`src/rtl/cbr_pkg.sv`:
```
package cbr_pkg;
  typedef enum logic [1:0] {
    ST_IDLE  = 2'd0,
    ST_LEAD  = 2'd1,
    ST_RASLO = 2'd2,
    ST_PRE   = 2'd3
  } cbr_state_e;

  function automatic int ceil_div(input int num, input int den);
    return (num + den - 1) / den;
  endfunction
endpackage

```
`src/rtl/cbr_interval_timer.sv`:
```
module cbr_interval_timer #(
  parameter int REFI_CYC = 1875
) (
  input  logic clk,
  input  logic rst,
  output logic tick_o
);
  localparam int CW = $clog2(REFI_CYC + 1);
  localparam logic [CW-1:0] LAST = CW'(REFI_CYC - 1);

  logic [CW-1:0] cnt_q;
  logic          tick_q;

  always_ff @(posedge clk) begin
    if (rst) begin
      cnt_q  <= '0;
      tick_q <= 1'b0;
    end else if (cnt_q == LAST) begin
      cnt_q  <= '0;
      tick_q <= 1'b1;
    end else begin
      cnt_q  <= cnt_q + 1'b1;
      tick_q <= 1'b0;
    end
  end

  assign tick_o = tick_q;


  tick_single_chk: assert property (@(posedge clk) disable iff (rst)
    tick_q |=> !tick_q);
endmodule

```
`src/rtl/cbr_backlog.sv`:
```
module cbr_backlog #(
  parameter int BACKLOG_W = 3
) (
  input  logic                 clk,
  input  logic                 rst,
  input  logic                 tick_i,
  input  logic                 done_i,
  output logic [BACKLOG_W-1:0] owed_o,
  output logic                 req_o,
  output logic                 urgent_o
);
  localparam logic [BACKLOG_W-1:0] OWED_MAX = '1;

  logic [BACKLOG_W-1:0] owed_q, owed_nxt;
  logic                 req_q, urg_q;

  always_comb begin
    owed_nxt = owed_q;
    if (tick_i && !done_i) begin
      if (owed_q != OWED_MAX) owed_nxt = owed_q + 1'b1;
    end else if (done_i && !tick_i) begin
      if (owed_q != '0) owed_nxt = owed_q - 1'b1;
    end
  end

  always_ff @(posedge clk) begin
    if (rst) begin
      owed_q <= '0;
      req_q  <= 1'b0;
      urg_q  <= 1'b0;
    end else begin
      owed_q <= owed_nxt;
      req_q  <= (owed_nxt != '0);
      urg_q  <= (owed_nxt == OWED_MAX);
    end
  end

  assign owed_o   = owed_q;
  assign req_o    = req_q;
  assign urgent_o = urg_q;


  owed_sat_chk: assert property (@(posedge clk) disable iff (rst)
    (owed_q == OWED_MAX && !done_i) |=> owed_q == OWED_MAX);

  owed_dec_chk: assert property (@(posedge clk) disable iff (rst)
    (done_i && !tick_i && owed_q != '0) |=> owed_q == $past(owed_q) - 1'b1);

  req_match_chk: assert property (@(posedge clk) disable iff (rst)
    req_q == (owed_q != '0));
endmodule

```
`src/rtl/cbr_strobe_fsm.sv`:
```
module cbr_strobe_fsm
  import cbr_pkg::*;
#(
  parameter int CAS_LANES = 4,
  parameter int LEAD_CYC  = 1,
  parameter int LOW_CYC   = 7,
  parameter int PRE_CYC   = 4
) (
  input  logic                 clk,
  input  logic                 rst,
  input  logic                 start_i,
  output logic                 done_o,
  output logic                 busy_o,
  output logic                 ras_n_o,
  output logic [CAS_LANES-1:0] cas_n_o
);
  localparam int MAXC = (LOW_CYC > PRE_CYC) ? ((LOW_CYC > LEAD_CYC) ? LOW_CYC : LEAD_CYC)
                                            : ((PRE_CYC > LEAD_CYC) ? PRE_CYC : LEAD_CYC);
  localparam int CW = $clog2(MAXC + 1);

  cbr_state_e     state_q, state_nxt;
  logic [CW-1:0]  cnt_q, cnt_nxt;
  logic           busy_q, ras_lo_q, cas_lo_q;

  always_comb begin
    state_nxt = state_q;
    cnt_nxt   = cnt_q;
    unique case (state_q)
      ST_IDLE: if (start_i) begin
        state_nxt = ST_LEAD;
        cnt_nxt   = CW'(LEAD_CYC - 1);
      end
      ST_LEAD: if (cnt_q == '0) begin
        state_nxt = ST_RASLO;
        cnt_nxt   = CW'(LOW_CYC - 1);
      end else cnt_nxt = cnt_q - 1'b1;
      ST_RASLO: if (cnt_q == '0) begin
        state_nxt = ST_PRE;
        cnt_nxt   = CW'(PRE_CYC - 1);
      end else cnt_nxt = cnt_q - 1'b1;
      ST_PRE: if (cnt_q == '0) begin
        state_nxt = ST_IDLE;
        cnt_nxt   = '0;
      end else cnt_nxt = cnt_q - 1'b1;
      default: state_nxt = ST_IDLE;
    endcase
  end

  always_ff @(posedge clk) begin
    if (rst) begin
      state_q  <= ST_IDLE;
      cnt_q    <= '0;
      busy_q   <= 1'b0;
      ras_lo_q <= 1'b0;
      cas_lo_q <= 1'b0;
    end else begin
      state_q  <= state_nxt;
      cnt_q    <= cnt_nxt;
      busy_q   <= (state_nxt != ST_IDLE);
      ras_lo_q <= (state_nxt == ST_RASLO);
      cas_lo_q <= (state_nxt == ST_LEAD) || (state_nxt == ST_RASLO);
    end
  end

  assign done_o  = (state_q == ST_PRE) && (cnt_q == '0);
  assign busy_o  = busy_q;
  assign ras_n_o = !ras_lo_q;
  assign cas_n_o = {CAS_LANES{!cas_lo_q}};


  cas_before_ras_chk: assert property (@(posedge clk) disable iff (rst)
    $fell(ras_n_o) |-> (cas_n_o == '0) && ($past(cas_n_o) == '0));

  strobes_rise_chk: assert property (@(posedge clk) disable iff (rst)
    $rose(ras_n_o) |-> cas_n_o == '1);

  ras_inside_busy_chk: assert property (@(posedge clk) disable iff (rst)
    !ras_n_o |-> busy_o);
endmodule

```
`src/rtl/cbr_refresh_sched.sv`:
```
module cbr_refresh_sched
  import cbr_pkg::*;
#(
  parameter int CLK_PERIOD_PS = 8000,
  parameter int REFI_TGT_NS   = 15000,
  parameter int REFI_CYC      = REFI_TGT_NS * 1000 / CLK_PERIOD_PS,
  parameter int T_RAS_PS      = 50000,
  parameter int T_RP_PS       = 30000,
  parameter int T_RC_PS       = 84000,
  parameter int CAS_LEAD_CYC  = 1,
  parameter int BACKLOG_W     = 3,
  parameter int CAS_LANES     = 4
) (
  input  logic                 clk,
  input  logic                 rst,
  input  logic                 ref_grant,
  output logic                 ref_req,
  output logic                 ref_urgent,
  output logic                 ref_busy,
  output logic [BACKLOG_W-1:0] ref_owed,
  output logic                 ras_n,
  output logic [CAS_LANES-1:0] cas_n,
  output logic                 we_n
);
  localparam int LOW_CYC = ceil_div(T_RAS_PS, CLK_PERIOD_PS);
  localparam int RP_CYC  = ceil_div(T_RP_PS, CLK_PERIOD_PS);
  localparam int RC_CYC  = ceil_div(T_RC_PS, CLK_PERIOD_PS);
  localparam int PRE_CYC = (RP_CYC > RC_CYC - CAS_LEAD_CYC - LOW_CYC)
                         ? RP_CYC : (RC_CYC - CAS_LEAD_CYC - LOW_CYC);

  logic tick, done, req;

  cbr_interval_timer #(.REFI_CYC(REFI_CYC)) u_timer (
    .clk(clk), .rst(rst), .tick_o(tick)
  );

  cbr_backlog #(.BACKLOG_W(BACKLOG_W)) u_backlog (
    .clk(clk), .rst(rst), .tick_i(tick), .done_i(done),
    .owed_o(ref_owed), .req_o(req), .urgent_o(ref_urgent)
  );

  cbr_strobe_fsm #(
    .CAS_LANES(CAS_LANES), .LEAD_CYC(CAS_LEAD_CYC),
    .LOW_CYC(LOW_CYC), .PRE_CYC(PRE_CYC)
  ) u_fsm (
    .clk(clk), .rst(rst), .start_i(req && ref_grant), .done_o(done),
    .busy_o(ref_busy), .ras_n_o(ras_n), .cas_n_o(cas_n)
  );

  assign ref_req = req;
  assign we_n    = 1'b1;


  start_granted_chk: assert property (@(posedge clk) disable iff (rst)
    $rose(ref_busy) |-> $past(ref_grant) && $past(ref_req));

  start_cas_chk: assert property (@(posedge clk) disable iff (rst)
    $rose(ref_busy) |-> cas_n == '0 && ras_n);
endmodule

```
`config.mk`:
```
export PLATFORM = sky130hd
export DESIGN_NAME = cbr_refresh_sched
export DESIGN_NICKNAME = d
export VERILOG_FILES = /design/src/rtl/cbr_pkg.sv /design/src/rtl/cbr_interval_timer.sv /design/src/rtl/cbr_backlog.sv /design/src/rtl/cbr_strobe_fsm.sv /design/src/rtl/cbr_refresh_sched.sv
export SDC_FILE = /design/constraint.sdc
export NUM_CORES = 1
export LEC_CHECK = 0
export BUFFER_PORTS_ARGS = -buffer_cell sky130_fd_sc_hd__buf_2
export CAP_MARGIN = 30
export CORE_MARGIN = 1
export CORE_UTILIZATION = 55
export CTS_CLUSTER_SIZE = 8
export DETAILED_ROUTE_END_ITERATION = 16
export HOLD_SLACK_MARGIN = 0.15
export PLACE_DENSITY = 0.76
export SLEW_MARGIN = 20
export SYNTH_ARGS = -nofsm -noshare
export SYNTH_HDL_FRONTEND = slang
export SYNTH_SLANG_ARGS = --single-unit
```
`constraint.sdc`:
```
create_clock -name clk -period 2.1 [get_ports clk]
set_input_delay 0.21 -clock clk [delete_from_list [all_inputs] [get_ports clk]]
set_output_delay 0.21 -clock clk [all_outputs]
set_load 0.02 [all_outputs]
```
==> results of run 1 <==
## logic make-up after synthesis
| family | Yosys count | synth area share (%) |
|---|---|---|
| buffers and inverters | 19 | 7.850 |
| other | 1 | 0.3096 |
| AO/OA/AOI/OAI | 18 | 9.608 |
| multiplexers | 2 | 1.653 |
| XOR/XNOR | 11 | 7.955 |
| adder cells (fa/ha/maj) | 9 | 9.298 |
| flip-flops | 25 | 41.32 |
| AND/OR/NAND/NOR | 53 | 22.01 |
## worst paths after layout
path	from	endpoint	slack [ps]	depth (start not counted)
min	ref_grant	u_fsm.busy_o	220	3
min reg2reg	u_fsm.cnt_q[0]	u_fsm.cnt_q[0]	490	2
max reg2reg	u_fsm.cnt_q[0]	u_backlog.req_o	310	6
max	u_fsm.cnt_q[0]	u_backlog.req_o	310	6
## power by group through the flow
stage | registers [mW] | logic, mW | clock network (mW)
finish | 0.535 | 0.225 | 0.209
global route | 0.540 | 0.256 | 0.232
CTS | 0.535 | 0.226 | 0.216
detailed placement | 0.545 | 0.225 | 0
global placement | 0.544 | 0.216 | 0
floorplan | 0.543 | 0.187 | 0
## sequential cells by signal (all words and copies together) (netlist names)
name                count
u_backlog.owed_o        3
u_fsm.cnt_q             3
u_fsm.state_q           2
u_fsm.cas_lo_q          1
u_timer.tick_o          1
u_backlog.urgent_o      1
u_backlog.req_o         1
u_timer.cnt_q          11
u_fsm.ras_lo_q          1
u_fsm.busy_o            1
## synth_stat cells (2+ instances only)
cell type	n
nor2_1	22
a21oi_1	7
xor2_1	2
dfxtp_1	25
nand2b_1	2
buf_4	4
xnor2_1	9
nand3_1	6
inv_1	12
nand2_1	7
ha_1	9
nand4_1	2
mux2i_1	2
nor3_1	4
nor2b_1	2
## metrics by stage
step / area [um^2] / cells / total power [mW] / hold WS (ps) / setup WS, ps
after floorplan: 1211 / 138 / 0.7296 / 281.0 / 433.1
after CTS: 1286 / 175 / 0.9775 / 227.0 / 310.4
after detailed placement: 1260 / 171 / 0.7702 / 480.8 / 344.0
after global routing: 1286 / 175 / 1.029 / 219.2 / 197.2
final: 1286 / 175 / 0.9697 / 223.7 / 309.3
after global placement: 1260 / 171 / 0.7600 / 458.6 / 366.5
## per-layer routing
layer / vias up / global-route usage, % / wire (um) / share of wire [%]
met5: - / 0 / 0 / 0
met4: 0 / 8.333 / 32 / 1.5
met3: 4 / 6.231 / 84 / 3.9
met2: 19 / 38.19 / 1175 / 54
met1: 439 / 20.39 / 888 / 41
li1: 474 / - / - / -
## worst reg2reg max path, delay by kind of cell, from the launching register on
family / cells / cell delay (ps)
compound gates: 3 / 750
flops: 1 / 340
fa+ha+maj: 1 / 250
simple gates: 1 / 240
buf+inv: 1 / 90
## area by class of cell
type / count / share of cell area, %
clock buffers: 4 / 2.043
repair buffers: 13 / 5.058
well taps: 27 / 2.626
inverters: 12 / 3.502
flip-flops and latches: 25 / 38.91
multi-input cells: 94 / 47.86
==> results.json, run 1 <==
{
  "status": "finished clean",
  "cts_hold_buffers": 0,
  "diodes": 0,
  "nets": 161,
  "core_area_mm2": 0.002022,
  "ant_nets": 0,
  "vias": 936,
  "synth.top_cell.area_share_pct": 41.32,
  "h-tree-depth": 1,
  "synthArstFlopShare_pct": 0,
  "grt_pass1_vias": 933,
  "post-route-period-util_pct": 85.27,
  "numCtsBuffers": 3,
  "dieHeight_um": 48.93,
  "n_fill_cell": 165,
  "rsz0062_at_grt": "false",
  "clk_latency_ps": 310,
  "cts_buffer_depth": 2,
  "routabilityCongestion": 0.7993,
  "pwr-share-clk_pct": 21.6,
  "crit_fanout": 5,
  "ys_types": 38,
  "synthFlopType": "dfxtp_1",
  "clkTransAtPathRegs_ps": 130,
  "drive_gt1_share_pct": 12.84,
  "post-route-min-period_ps": 1791,
  "syn2layout_area_growth_pct": 6.198,
  "pin_count": 15,
  "critPathBufInv": 1,
  "overflow": 0,
  "slowest_stage": "dfxtp_1",
  "startpoint_type": "register",
  "drcViolationCount": 0,
  "hpwl_um": 1622,
  "viasPerCell": 5.349,
  "die-area_mm2": 0.002394,
  "hp-class": "primary input to register",
  "yosysTopAreaCell": "dfxtp_1",
  "cts_tree": "done",
  "ir_worst_vdd_v": 0.0004912,
  "final-setup-viol-count": 0,
  "cp_cell_sequence": "inv_1, ha_1, nand4b_1, o31ai_1, a2bb2oi_1, a31oi_1",
  "grt_pass1_wl_um": 3760,
  "sequentialPowerShare_pct": 55.2,
  "yosysSeqAreaShare_pct": 41.32,
  "ys_top_cells_by_area": "dfxtp_1 (41%), ha_1 (9.3%), nor2_1 (6.8%)",
  "cts_resized": 0,
  "setup_tns_ps": 0,
  "internal_power_mw": 0.6685,
  "power_switching_mw": 0.3011,
  "start_util_pct": 59.90,
  "fmax_mhz": 558.4,
  "antenna_found_initial": 0,
  "leakage_nw": 0.5085,
  "critPathRequiredTime_ps": 2300,
  "syn_inst": 138,
  "synth_seq_cells": 25,
  "hold_viol_final": 0,
  "mostFrequentLayoutCell": "dfxtp_1",
  "avgSynthCellArea_um2": 8.777,
  "port_buffers": 13,
  "drv_slew": 0,
  "register_area_um2": 500.5,
  "cp-end-kind": "register",
  "power_frac_comb_pct": 23.2,
  "cts_sinks": 25,
  "wl_um": 2181,
  "cp.arrival_ps": 1990,
  "grt_util_all_layers_pct": 20.28,
  "drtIter0Drc": 18,
  "cpPeakStageDelay_ps": 340,
  "crit_type": "register to register",
  "dieWidth_um": 48.93,
  "swShare_pct": 31.05,
  "placement_rows": 16,
  "skew_ps": 8.214,
  "grt_max_degree": 17,
  "p_per_area_mw_per_mm2": 753.9,
  "multiInputGateArea_um2": 615.6,
  "syn_area_mm2": 0.001211,
  "layout_common_cells": "dfxtp_1 (25), nor2_1 (22), buf_2 (13)",
  "synth_nets": 150,
  "drt_first_pass_iters": 4,
  "synth-edff-count": 0,
  "post-route-util_pct": 63.61,
  "ys_warn_count": 0,
  "maxCapViolCount": 0,
  "avgRoutedWirePerCell_um": 12.46,
  "root_buffer": "clkbuf_4",
  "cts_setup_buffers": 0,
  "crit_family": "compound AO/OA/AOI/OAI gates"
}
Power figures use the tool's default switching activity.
==> inputs of run 2 (changes only) <==
Settings changed: RECOVER_POWER from default to 50.
Clock period 2.1 ns to 1.7 ns, I/O delays scaled along.
==> run 2 against run 1 <==
Clock-buffer cell count stayed put. Clock skew shrank 6.4 ps. Register-to-register slack lost 220 ps. Clock power rose by 33%. Non-clock buffer count grew 6. Routed wire length grew 7.5%. Critical path depth stayed put.
==> results.json, run 2 (synthesis results as in run 1) <==
{
  "hold_viol_final": 0,
  "final_cells": 181,
  "cp.arrival_ps": 1840,
  "layout_common_cells": "dfxtp_1 (24), nor2_1 (21), inv_1 (11), clkbuf_1 (11)",
  "overflow": 0,
  "start_util_pct": 59.90,
  "grt_pass1_vias": 968,
  "min_from": "rst",
  "fmax_mhz": 619.6,
  "die-area_mm2": 0.002394,
  "ant_nets": 0,
  "avgRoutedWirePerCell_um": 12.95,
  "n_fill_cell": 176,
  "viasPerCell": 5.215,
  "setup_tns_ps": 0,
  "crit_start": "u_fsm.cnt_q[1]",
  "final-setup-viol-count": 0,
  "diodes": 0,
  "crit_type": "register to register",
  "maxCapViolCount": 0,
  "largest_register": "u_timer.cnt_q",
  "skew_ps": 1.795,
  "timing.rr.start": "u_fsm.cnt_q[1]",
  "mostFrequentLayoutCell": "dfxtp_1",
  "drive_gt1_share_pct": 15.58,
  "startpoint_type": "register",
  "post-route-period-util_pct": 94.94,
  "status": "finished clean",
  "pin_count": 15,
  "dieWidth_um": 48.93,
  "drcViolationCount": 0,
  "crit_fanout": 5,
  "drt_first_pass_iters": 5,
  "finalPower_mw": 1.248,
  "post-route-min-period_ps": 1614,
  "hp-class": "primary input to register",
  "largest_reg_flops": 11,
  "nets": 167,
  "drv_slew": 0,
  "dieHeight_um": 48.93,
  "clkTransAtPathRegs_ps": 140,
  "dpl.cell_count": 175,
  "vias": 944,
  "wl_um": 2344,
  "rsz0062_at_grt": "false",
  "leakage_nw": 0.5168,
  "clk_latency_ps": 330,
  "antenna_found_initial": 0,
  "grt_util_all_layers_pct": 22.08,
  "critPathRequiredTime_ps": 1930,
  "h-tree-depth": 1,
  "p_per_area_mw_per_mm2": 905.4,
  "syn2layout_area_growth_pct": 13.84,
  "grt_pass1_wl_um": 3995,
  "register_area_um2": 501.7,
  "placement_rows": 16,
  "cp-end-kind": "register",
  "core_area_mm2": 0.002022,
  "cts_buffer_depth": 2,
  "ir_worst_vdd_v": 0.0006666,
  "numCtsBuffers": 3,
  "port_buffers": 13,
  "hpwl_um": 1629,
  "multiInputGateArea_um2": 661.9,
  "cts_sinks": 25,
  "grt_max_degree": 17,
  "cts_tree": "done",
  "drtIter0Drc": 10,
  "root_buffer": "clkbuf_4",
  "routabilityCongestion": 0.8266
}
run 2: final cells by class:
class / instances / area share, %
Inverter: 12 / 3.267
Timing Repair Buffer: 19 / 7.986
Sequential cell: 25 / 36.39
Multi-Input combinational cell: 94 / 48.00
Tap cell: 27 / 2.450
Clock buffer: 4 / 1.906
run 2: path summary, 6_finish.rpt:
kind,end,slack (ps),cells after the start
setup / recovery,u_backlog.req_o,90,6
hold / removal,u_fsm.cas_lo_q,180,2
setup reg to reg,u_backlog.req_o,90,6
hold reg to reg,u_fsm.cnt_q[0],500,2
run 2: routing by layer:
metal	share of wire, %	routed length [um]	track usage, %
met1	42	991	21.98
met3	4.0	93	7.165
met4	2.4	57	11.27
met5	0	0	0
met2	51	1202	40.51
run 2: power by group:
part | total, mW | internal [mW] | switching [mW] | leakage (nW)
logic | 0.306 | 0.121 | 0.184 | 0.299
registers | 0.663 | 0.628 | 0.0355 | 0.203
clock network | 0.279 | 0.0923 | 0.187 | 0.0150
total | 1.25 | 0.841 | 0.407 | 0.517
run 2: what timing repair did:
item                                    4_1_cts  5_1_grt
gates resized for setup                       2       11
hold buffers                                  0        0
pin swaps                                     0        1
buffers inserted                              0        2
hold endpoints to repair                      0        0
endpoints found under the setup margin        2        5
run 2: stage by stage:
| step | cell area, um^2 | util [%] | hold slack [ps] | setup slack, ps |
|---|---|---|---|---|
| final | 1379 | 68.19 | 177.2 | 85.96 |
| after global routing | 1379 | 68.19 | 172.5 | 1.680 |
| after CTS | 1336 | 66.09 | 162.5 | 16.89 |
| after detailed placement | 1303 | 64.42 | 465.5 | 23.40 |
| after global placement | 1303 | 64.42 | 453.8 | 99.36 |
| after floorplan | 1211 | - | 241.0 | 33.14 |
run 2: critical path, cell delays in order, from the launching register on:
cell	delay, ps
dfxtp_1	340
inv_1	110
ha_4	180
and4b_2	320
mux2i_2	280
xnor2_2	180
a31oi_1	110
